### src/rtl/irq_pkg.sv
`timescale 1ns/1ps
package irq_pkg;
  localparam int unsigned OFF_PEND  = 32'h0;
  localparam int unsigned OFF_ENSET = 32'h4;
  localparam int unsigned OFF_ENCLR = 32'h8;

  typedef enum logic [1:0] {
    SEL_PEND  = 2'd0,
    SEL_ENSET = 2'd1,
    SEL_ENCLR = 2'd2,
    SEL_NONE  = 2'd3
  } reg_sel_e;
endpackage

### src/rtl/irq_addr_decode.sv
`timescale 1ns/1ps
module irq_addr_decode #(
  parameter int ADDR_W = 4
) (
  input  logic [ADDR_W-1:0] addr_i,
  input  logic              wr_i,
  output irq_pkg::reg_sel_e sel_o,
  output logic              pend_wr_o,
  output logic              enset_wr_o,
  output logic              enclr_wr_o
);
  import irq_pkg::*;

  always_comb begin
    if (addr_i == ADDR_W'(OFF_PEND))       sel_o = SEL_PEND;
    else if (addr_i == ADDR_W'(OFF_ENSET)) sel_o = SEL_ENSET;
    else if (addr_i == ADDR_W'(OFF_ENCLR)) sel_o = SEL_ENCLR;
    else                                   sel_o = SEL_NONE;
  end

  assign pend_wr_o  = wr_i && (sel_o == SEL_PEND);
  assign enset_wr_o = wr_i && (sel_o == SEL_ENSET);
  assign enclr_wr_o = wr_i && (sel_o == SEL_ENCLR);
endmodule

### src/rtl/irq_pending_reg.sv
`timescale 1ns/1ps
module irq_pending_reg #(
  parameter int N_SRC = 3
) (
  input  logic             clk,
  input  logic             rst,
  input  logic [N_SRC-1:0] evt_i,
  input  logic             clr_wr_i,
  input  logic [N_SRC-1:0] clr_mask_i,
  output logic [N_SRC-1:0] pend_q
);
  for (genvar k = 0; k < N_SRC; k++) begin : g_bit
    always_ff @(posedge clk) begin
      if (rst)
        pend_q[k] <= 1'b0;
      else if (evt_i[k])
        pend_q[k] <= 1'b1;   // a new event outranks a same-cycle clear
      else if (clr_wr_i && clr_mask_i[k])
        pend_q[k] <= 1'b0;
    end
  end
endmodule

### src/rtl/irq_enable_reg.sv
`timescale 1ns/1ps
module irq_enable_reg #(
  parameter int N_SRC = 3
) (
  input  logic             clk,
  input  logic             rst,
  input  logic             set_wr_i,
  input  logic             clr_wr_i,
  input  logic [N_SRC-1:0] mask_i,
  output logic [N_SRC-1:0] en_q
);
  for (genvar k = 0; k < N_SRC; k++) begin : g_bit
    always_ff @(posedge clk) begin
      if (rst)
        en_q[k] <= 1'b0;
      else if (set_wr_i && mask_i[k])
        en_q[k] <= 1'b1;
      else if (clr_wr_i && mask_i[k])
        en_q[k] <= 1'b0;
    end
  end
endmodule

### src/rtl/gfx_irq_ctrl.sv
`timescale 1ns/1ps
module gfx_irq_ctrl #(
  parameter int N_SRC  = 3,
  parameter int ADDR_W = 4,
  parameter int DATA_W = 32
) (
  input  logic              clk,
  input  logic              rst,
  input  logic [N_SRC-1:0]  evt_i,
  input  logic [ADDR_W-1:0] reg_addr_i,
  input  logic              reg_wr_i,
  input  logic [DATA_W-1:0] reg_wdata_i,
  output logic [DATA_W-1:0] reg_rdata_o,
  output logic              irq_o
);
  import irq_pkg::*;

  localparam int PAD_W = DATA_W - N_SRC;

  reg_sel_e         sel;
  logic             pend_wr, enset_wr, enclr_wr;
  logic [N_SRC-1:0] wmask;
  logic [N_SRC-1:0] status_q;
  logic [N_SRC-1:0] enable_q;
  logic [N_SRC-1:0] rsel;
  logic             unused_wdata_hi;

  assign wmask           = reg_wdata_i[N_SRC-1:0];
  assign unused_wdata_hi = ^reg_wdata_i[DATA_W-1:N_SRC];

  irq_addr_decode #(.ADDR_W(ADDR_W)) u_dec (
    .addr_i     (reg_addr_i),
    .wr_i       (reg_wr_i),
    .sel_o      (sel),
    .pend_wr_o  (pend_wr),
    .enset_wr_o (enset_wr),
    .enclr_wr_o (enclr_wr)
  );

  irq_pending_reg #(.N_SRC(N_SRC)) u_pend (
    .clk        (clk),
    .rst        (rst),
    .evt_i      (evt_i),
    .clr_wr_i   (pend_wr),
    .clr_mask_i (wmask),
    .pend_q     (status_q)
  );

  irq_enable_reg #(.N_SRC(N_SRC)) u_en (
    .clk      (clk),
    .rst      (rst),
    .set_wr_i (enset_wr),
    .clr_wr_i (enclr_wr),
    .mask_i   (wmask),
    .en_q     (enable_q)
  );

  always_comb begin
    unique case (sel)
      SEL_PEND:             rsel = status_q;
      SEL_ENSET, SEL_ENCLR: rsel = enable_q;
      default:              rsel = '0;
    endcase
  end

  always_ff @(posedge clk) begin
    if (rst) begin
      reg_rdata_o <= '0;
      irq_o       <= 1'b0;
    end else begin
      reg_rdata_o <= {{PAD_W{1'b0}}, rsel};
      irq_o       <= |(status_q & enable_q);
    end
  end
endmodule

### config.mk
export PLATFORM = sky130hd
export DESIGN_NAME = gfx_irq_ctrl
export DESIGN_NICKNAME = d
export VERILOG_FILES = /design/src/rtl/irq_pkg.sv /design/src/rtl/irq_addr_decode.sv /design/src/rtl/irq_pending_reg.sv /design/src/rtl/irq_enable_reg.sv /design/src/rtl/gfx_irq_ctrl.sv
export SDC_FILE = /design/constraint.sdc
export NUM_CORES = 1
export LEC_CHECK = 0
export BUFFER_PORTS_ARGS = -buffer_cell sky130_fd_sc_hd__buf_2
export CAP_MARGIN = 15
export CORE_AREA = 10 10 61 63
export CTS_BUF_LIST = sky130_fd_sc_hd__clkbuf_16
export CTS_CLUSTER_DIAMETER = 150
export DETAILED_ROUTE_END_ITERATION = 8
export DIE_AREA = 0 0 71 73
export PLACE_DENSITY_LB_ADDON = 0.2
export SKIP_LAST_GASP = 1
export SLEW_MARGIN = 20
export SYNTH_ARGS = -nofsm -noshare
export SYNTH_HDL_FRONTEND = slang
export SYNTH_SLANG_ARGS = --single-unit
### constraint.sdc
create_clock -name clk -period 1.2 [get_ports clk]
set_input_delay 0.12 -clock clk [delete_from_list [all_inputs] [get_ports clk]]
set_output_delay 0.12 -clock clk [all_outputs]
set_load 0.01 [all_outputs]
# After elaboration in Yosys (flattened, before gate mapping)
# Cells that the tools add are included.
[op_classes]
n_eq_ne = 4
muxes = 16
bitwise_logic = 1
reduce_logical = 22
[ops]
columns = ["operator", "n"]
rows = [
  ["$mux 1", 13],
  ["$logic_and 1x1->1", 12],
  ["$reduce_bool 2->1", 6],
  ["$pmux 3 s2", 1],
  ["$eq 4x3->1 const B", 1],
  ["$eq 4x4->1 const B", 1],
  ["$logic_not 4->1", 1],
  ["$mux 2", 2],
  ["$and 3x3->3", 1],
  ["$reduce_or 3->1", 1],
  ["$eq 2x1->1 const B", 1],
  ["$eq 2x2->1 const B", 1],
  ["$logic_not 2->1", 1],
  ["$reduce_or 2->1", 1],
]
[totals]
ff_bits = 39
input_bits = 42
out_inout_bits = 33
word_cells = 52

# Depth between registers and ports, before layout
[logic_depth]
word_depth = 9
depth_mapped = 5
depth_no_buf = 5

# By module
# A second synthesis with hierarchy kept.
[unflattened]
cells_unflattened = 77
area_unflattened_um2 = 661.9
[modules_own_cells]
columns = ["mod", "instances", "cells_each", "area_each_um2", "seq_area_each_um2"]
rows = [
  ["gfx_irq_ctrl", 1, 46, 385.4, 80.1],
  ["irq_enable_reg", 1, 12, 116.4, 60.1],
  ["irq_pending_reg", 1, 12, 108.9, 60.1],
  ["irq_addr_decode", 1, 7, 51.3, 0.0],
]

# Worst setup path before layout
# No wires, ideal clock.
[synth_timing]
kind = "input to register"
from = "input port reg_addr_i[2]"
to = "register u_pend.pend_q[0]"
setup_ps = 113
arrival_ps = 1051
required_time_ps = 1087
path_slack_ps = 35
stages = 5
n_path_buf = 0
path_cell_list = "or3_1 inv_1 ha_1 and4b_1 nor3_1"
[synth_via]
elab_chain_cells = 8
elab_cells_between_ends = 10
classes_between = "eq/ne: 2; mux: 3; reduce/logical: 5"
[synth_rtl]
columns = ["item", "line_no", "source"]
rows = [
  ["start: declaration", "gfx_irq_ctrl.sv:10", "input logic [ADDR_W-1:0] reg_addr_i,"],
  ["$eq 4x4->1", "irq_addr_decode.sv:17", "else if (addr_i == ADDR_W'(OFF_ENCLR)) sel_o = SEL_ENCLR;"],
  ["$mux 1", "irq_addr_decode.sv:17", ""],
  ["$mux 2", "irq_addr_decode.sv:16", "else if (addr_i == ADDR_W'(OFF_ENSET)) sel_o = SEL_ENSET;"],
  ["$mux 2 *", "irq_addr_decode.sv:15", "if (addr_i == ADDR_W'(OFF_PEND)) sel_o = SEL_PEND;"],
  ["$logic_not 2->1 *", "irq_addr_decode.sv:21", "assign pend_wr_o = wr_i && (sel_o == SEL_PEND);"],
  ["$logic_and 1x1->1 *", "irq_addr_decode.sv:21", ""],
  ["$logic_and 1x1->1 *", "irq_pending_reg.sv:18", "else if (clr_wr_i && clr_mask_i[k])"],
  ["$reduce_bool 2->1 (no source line) *", "--", ""],
  ["end signal: indexed assignment", "irq_pending_reg.sv:15", "pend_q[k] <= 1'b0;"],
  ["end signal: indexed assignment", "irq_pending_reg.sv:17", "pend_q[k] <= 1'b1;"],
  ["end signal: indexed assignment", "irq_pending_reg.sv:19", "pend_q[k] <= 1'b0;"],
  ["end: declaration", "irq_pending_reg.sv:10", "output logic [N_SRC-1:0] pend_q"],
]
# Mark *: on every way between the ends. The rest lies on a longest branch, timed or not.
# A chain may end at the register's enable or synchronous reset.

# Worst setup path after layout
[layout_timing]
from = "input port reg_addr_i[2]"
to = "register reg_rdata_o[1]"
[layout_via]
elab_chain_cells = 7
elab_cells_between_ends = 11
classes_between = "eq/ne: 4; mux: 4; reduce/logical: 3"
[layout_rtl]
columns = ["item", "line_no", "source"]
rows = [
  ["$eq 4x4->1", "irq_addr_decode.sv:17", ""],
  ["$mux 1", "irq_addr_decode.sv:17", ""],
  ["$mux 2", "irq_addr_decode.sv:16", ""],
  ["$mux 2 *", "irq_addr_decode.sv:15", ""],
  ["$eq 2x2->1 or $eq 2x1->1 (tied branches)", "gfx_irq_ctrl.sv:59", "unique case (sel)"],
  ["$reduce_or 2->1", "gfx_irq_ctrl.sv:59", ""],
  ["$pmux 3 s2 *", "gfx_irq_ctrl.sv:59", ""],
  ["end signal: assignment", "gfx_irq_ctrl.sv:71", "reg_rdata_o <= {{PAD_W{1'b0}}, rsel};"],
  ["end: declaration", "gfx_irq_ctrl.sv:13", "output logic [DATA_W-1:0] reg_rdata_o,"],
]
# Marked as above.

==> run metrics <==
first-pass GRT wire length approximately 2.5 mm; Flop pwr share 0.339; LEAKAGE between 0.0004 and 0.0005 uW; Worst setup SP type primary input; DP Area 726 um^2; largest net degree at the start of global routing 12; Comb power frac 0.110; period utilization 0.912; number of synthesis warnings 0; Cell Int Power 811 uW; Clock H-tree levels 1; Synth area leader buf_4; Final min period approximately 1.1 ns; Cell Count, Final, Fillers Out about 130; Clock Tree Root clkbuf_16; GRT Total Usage 0.0601; DIE AREA between 5000 and 6000 um^2; average size of a mapped cell a little under 9 um^2; layout cells sized above 1 0.248; gpl congestion between 0.6 and 0.7; hold crit path type primary input to register; Ports 75; First DRT Iteration DRCs 24; vias in the first global route approximately 560; Nets around 150; worst-path maximum fanout 3; design area around 800 um^2; clk sinks 10; grt ovf 0; initial antenna violation count 0; CP Class primary input to register; core box area between 2000 and 3000 um^2; Reg clk slew, reported paths 0.04 ns; CP arrival ~1.3 ns; count leader, synth buf_4; final routed wire length divided by cell count around 12 um; CTS Buf Count 3; worst reg-to-reg setup slack roughly 0.34 ns; Synth area leaders buf_4, dfxtp_1, ha_1; final antenna-violating net count 0; dpl cells between 100 and 150; Remaining DRCs 0; TritonRoute pass-1 iters 4; crit end category register; Yosys top cell area share 0.304; Pwr Density about 1300 nW/um^2; status finished, final reports clean; routed wire length 1.60 mm; Sw Share 0.219; max frequency roughly 910 MHz; RSZ-0062 raised after global routing false; endpoints failing hold 0; post-synth cell types 19; number of hold buffers added after cts 0; max-slew violations 0; Clock Tree Buf Depth 2; ys async rst share 0; Cell Rows 19; Die W 71 um; effective utilization at floorplan 0.274; area growth from synthesis to layout 11.9%; setup TNS 0 ns; endpoints failing setup 0; Psw approximately 230 uW; clock network power share 0.551; TritonCTS clock tree yes; Crit path required time 1.37 ns; Post-synth EDFFs 0; Primary FF master, synth dfxtp_1; worst skew pair latency 0.23 ns; maximum vdd ir drop roughly 0.8 mV; die height between 70 and 80 um; Synth Cell Area 716 um^2; via count around 500; Post-synth top cells buf_4, dfxtp_1, nand2b_1; Layout fillers around 310; Synth Instances between 80 and 90; Max Cap Viol 0; Vias/cell 3.80; postcts setup bufs 0; clock tree skew after final layout ~0.0015 ns; Seq/Total Area, Yosys 0.280; hpwl dp 1.36 mm; Seq cells post-synth 10; port buffer count 16; # diodes 0; post-CTS resize count 0
[registers in the layout, summed over array words and instances, names as in the netlist]
signal and cells:
u_en.en_q 3, reg_rdata_o 3, u_pend.pend_q 3, irq_o 1
[cell type report]
class                   instances  area, um^2  share of cell area
clock buffers                   3        75.1              0.0938
repair buffers                 18        95.1               0.119
flip-flops and latches         10         200               0.250
well taps                      31        38.8              0.0484
inverters                       2        7.51             0.00938
multi-input cells              68         384               0.480
[through the flow]
stage / total power [uW] / util / hold WS (ns) / setup WS, ns
detailed placement: 468 / 0.278 / 0.404 / -0.155
finish: 1040 / 0.306 / 0.155 / 0.105
global route: 1090 / 0.306 / 0.171 / 0.0112
floorplan: 501 / - / 0.277 / 0.0355
CTS: 1050 / 0.306 / 0.160 / 0.0921
global placement: 466 / 0.278 / 0.387 / -0.146
[power groups by stage]
stage	Clock [uW]	Sequential, uW	Combinational, uW
after detailed placement	0	358	110
after CTS	585	352	110
after global routing	608	353	129
final	573	352	114
after global placement	0	358	108
after floorplan	0	355	146
[kinds of logic (layout without fill, tap and decap cells)]
family          count (synthesis)  after routing  synth area share
flops                          10             10             0.280
buf+inv                        32             23             0.330
simple gates                   28             28             0.243
fa+ha+maj                       4              4            0.0699
other cells                     1             29           0.00524
compound gates                  7              7            0.0717
[critical path, cell delays in order]
cell      delay, ns
buf_2          0.09
or3_1          0.42
ha_1           0.35
nand2b_1       0.17
a21oi_2        0.12
[per-layer routing]
| layer | GRT usage | wire, um | part of all wire | vias to the layer above |
|---|---|---|---|---|
| met5 | 0 | 0 | 0 | - |
| met4 | 0.0452 | 39 | 0.024 | 0 |
| met3 | 0.0299 | 140 | 0.088 | 4 |
| met2 | 0.101 | 768 | 0.48 | 28 |
| met1 | 0.0553 | 646 | 0.41 | 216 |
| li1 | - | - | - | 254 |
[cell usage in the layout (no fill, tap or decap), types with 2 or more instances in the layout]
| cell | count |
|---|---|
| buf_4 | 2 |
| buf_2 | 16 |
| and3_1 | 3 |
| nand4b_1 | 3 |
| nor2_1 | 4 |
| inv_1 | 2 |
| o21ai_1 | 2 |
| a21oi_2 | 3 |
| dfxtp_1 | 10 |
| conb_1 | 29 |
| nor3_1 | 4 |
| clkbuf_16 | 3 |
| nand2_1 | 3 |
| ha_1 | 4 |
| nand2b_1 | 6 |
| and4b_1 | 3 |
[path summary, 6_finish.rpt]
check	endpoint	startpoint	cells after the start
worst max register to register	irq_o	u_pend.pend_q[2]	2
worst max-delay path	reg_rdata_o[1]	reg_addr_i[2]	5
worst min register to register	reg_rdata_o[2]	u_pend.pend_q[2]	2
worst min-delay path	u_pend.pend_q[1]	evt_i[1]	3
No activity file was read; power rests on OpenSTA's default activity.
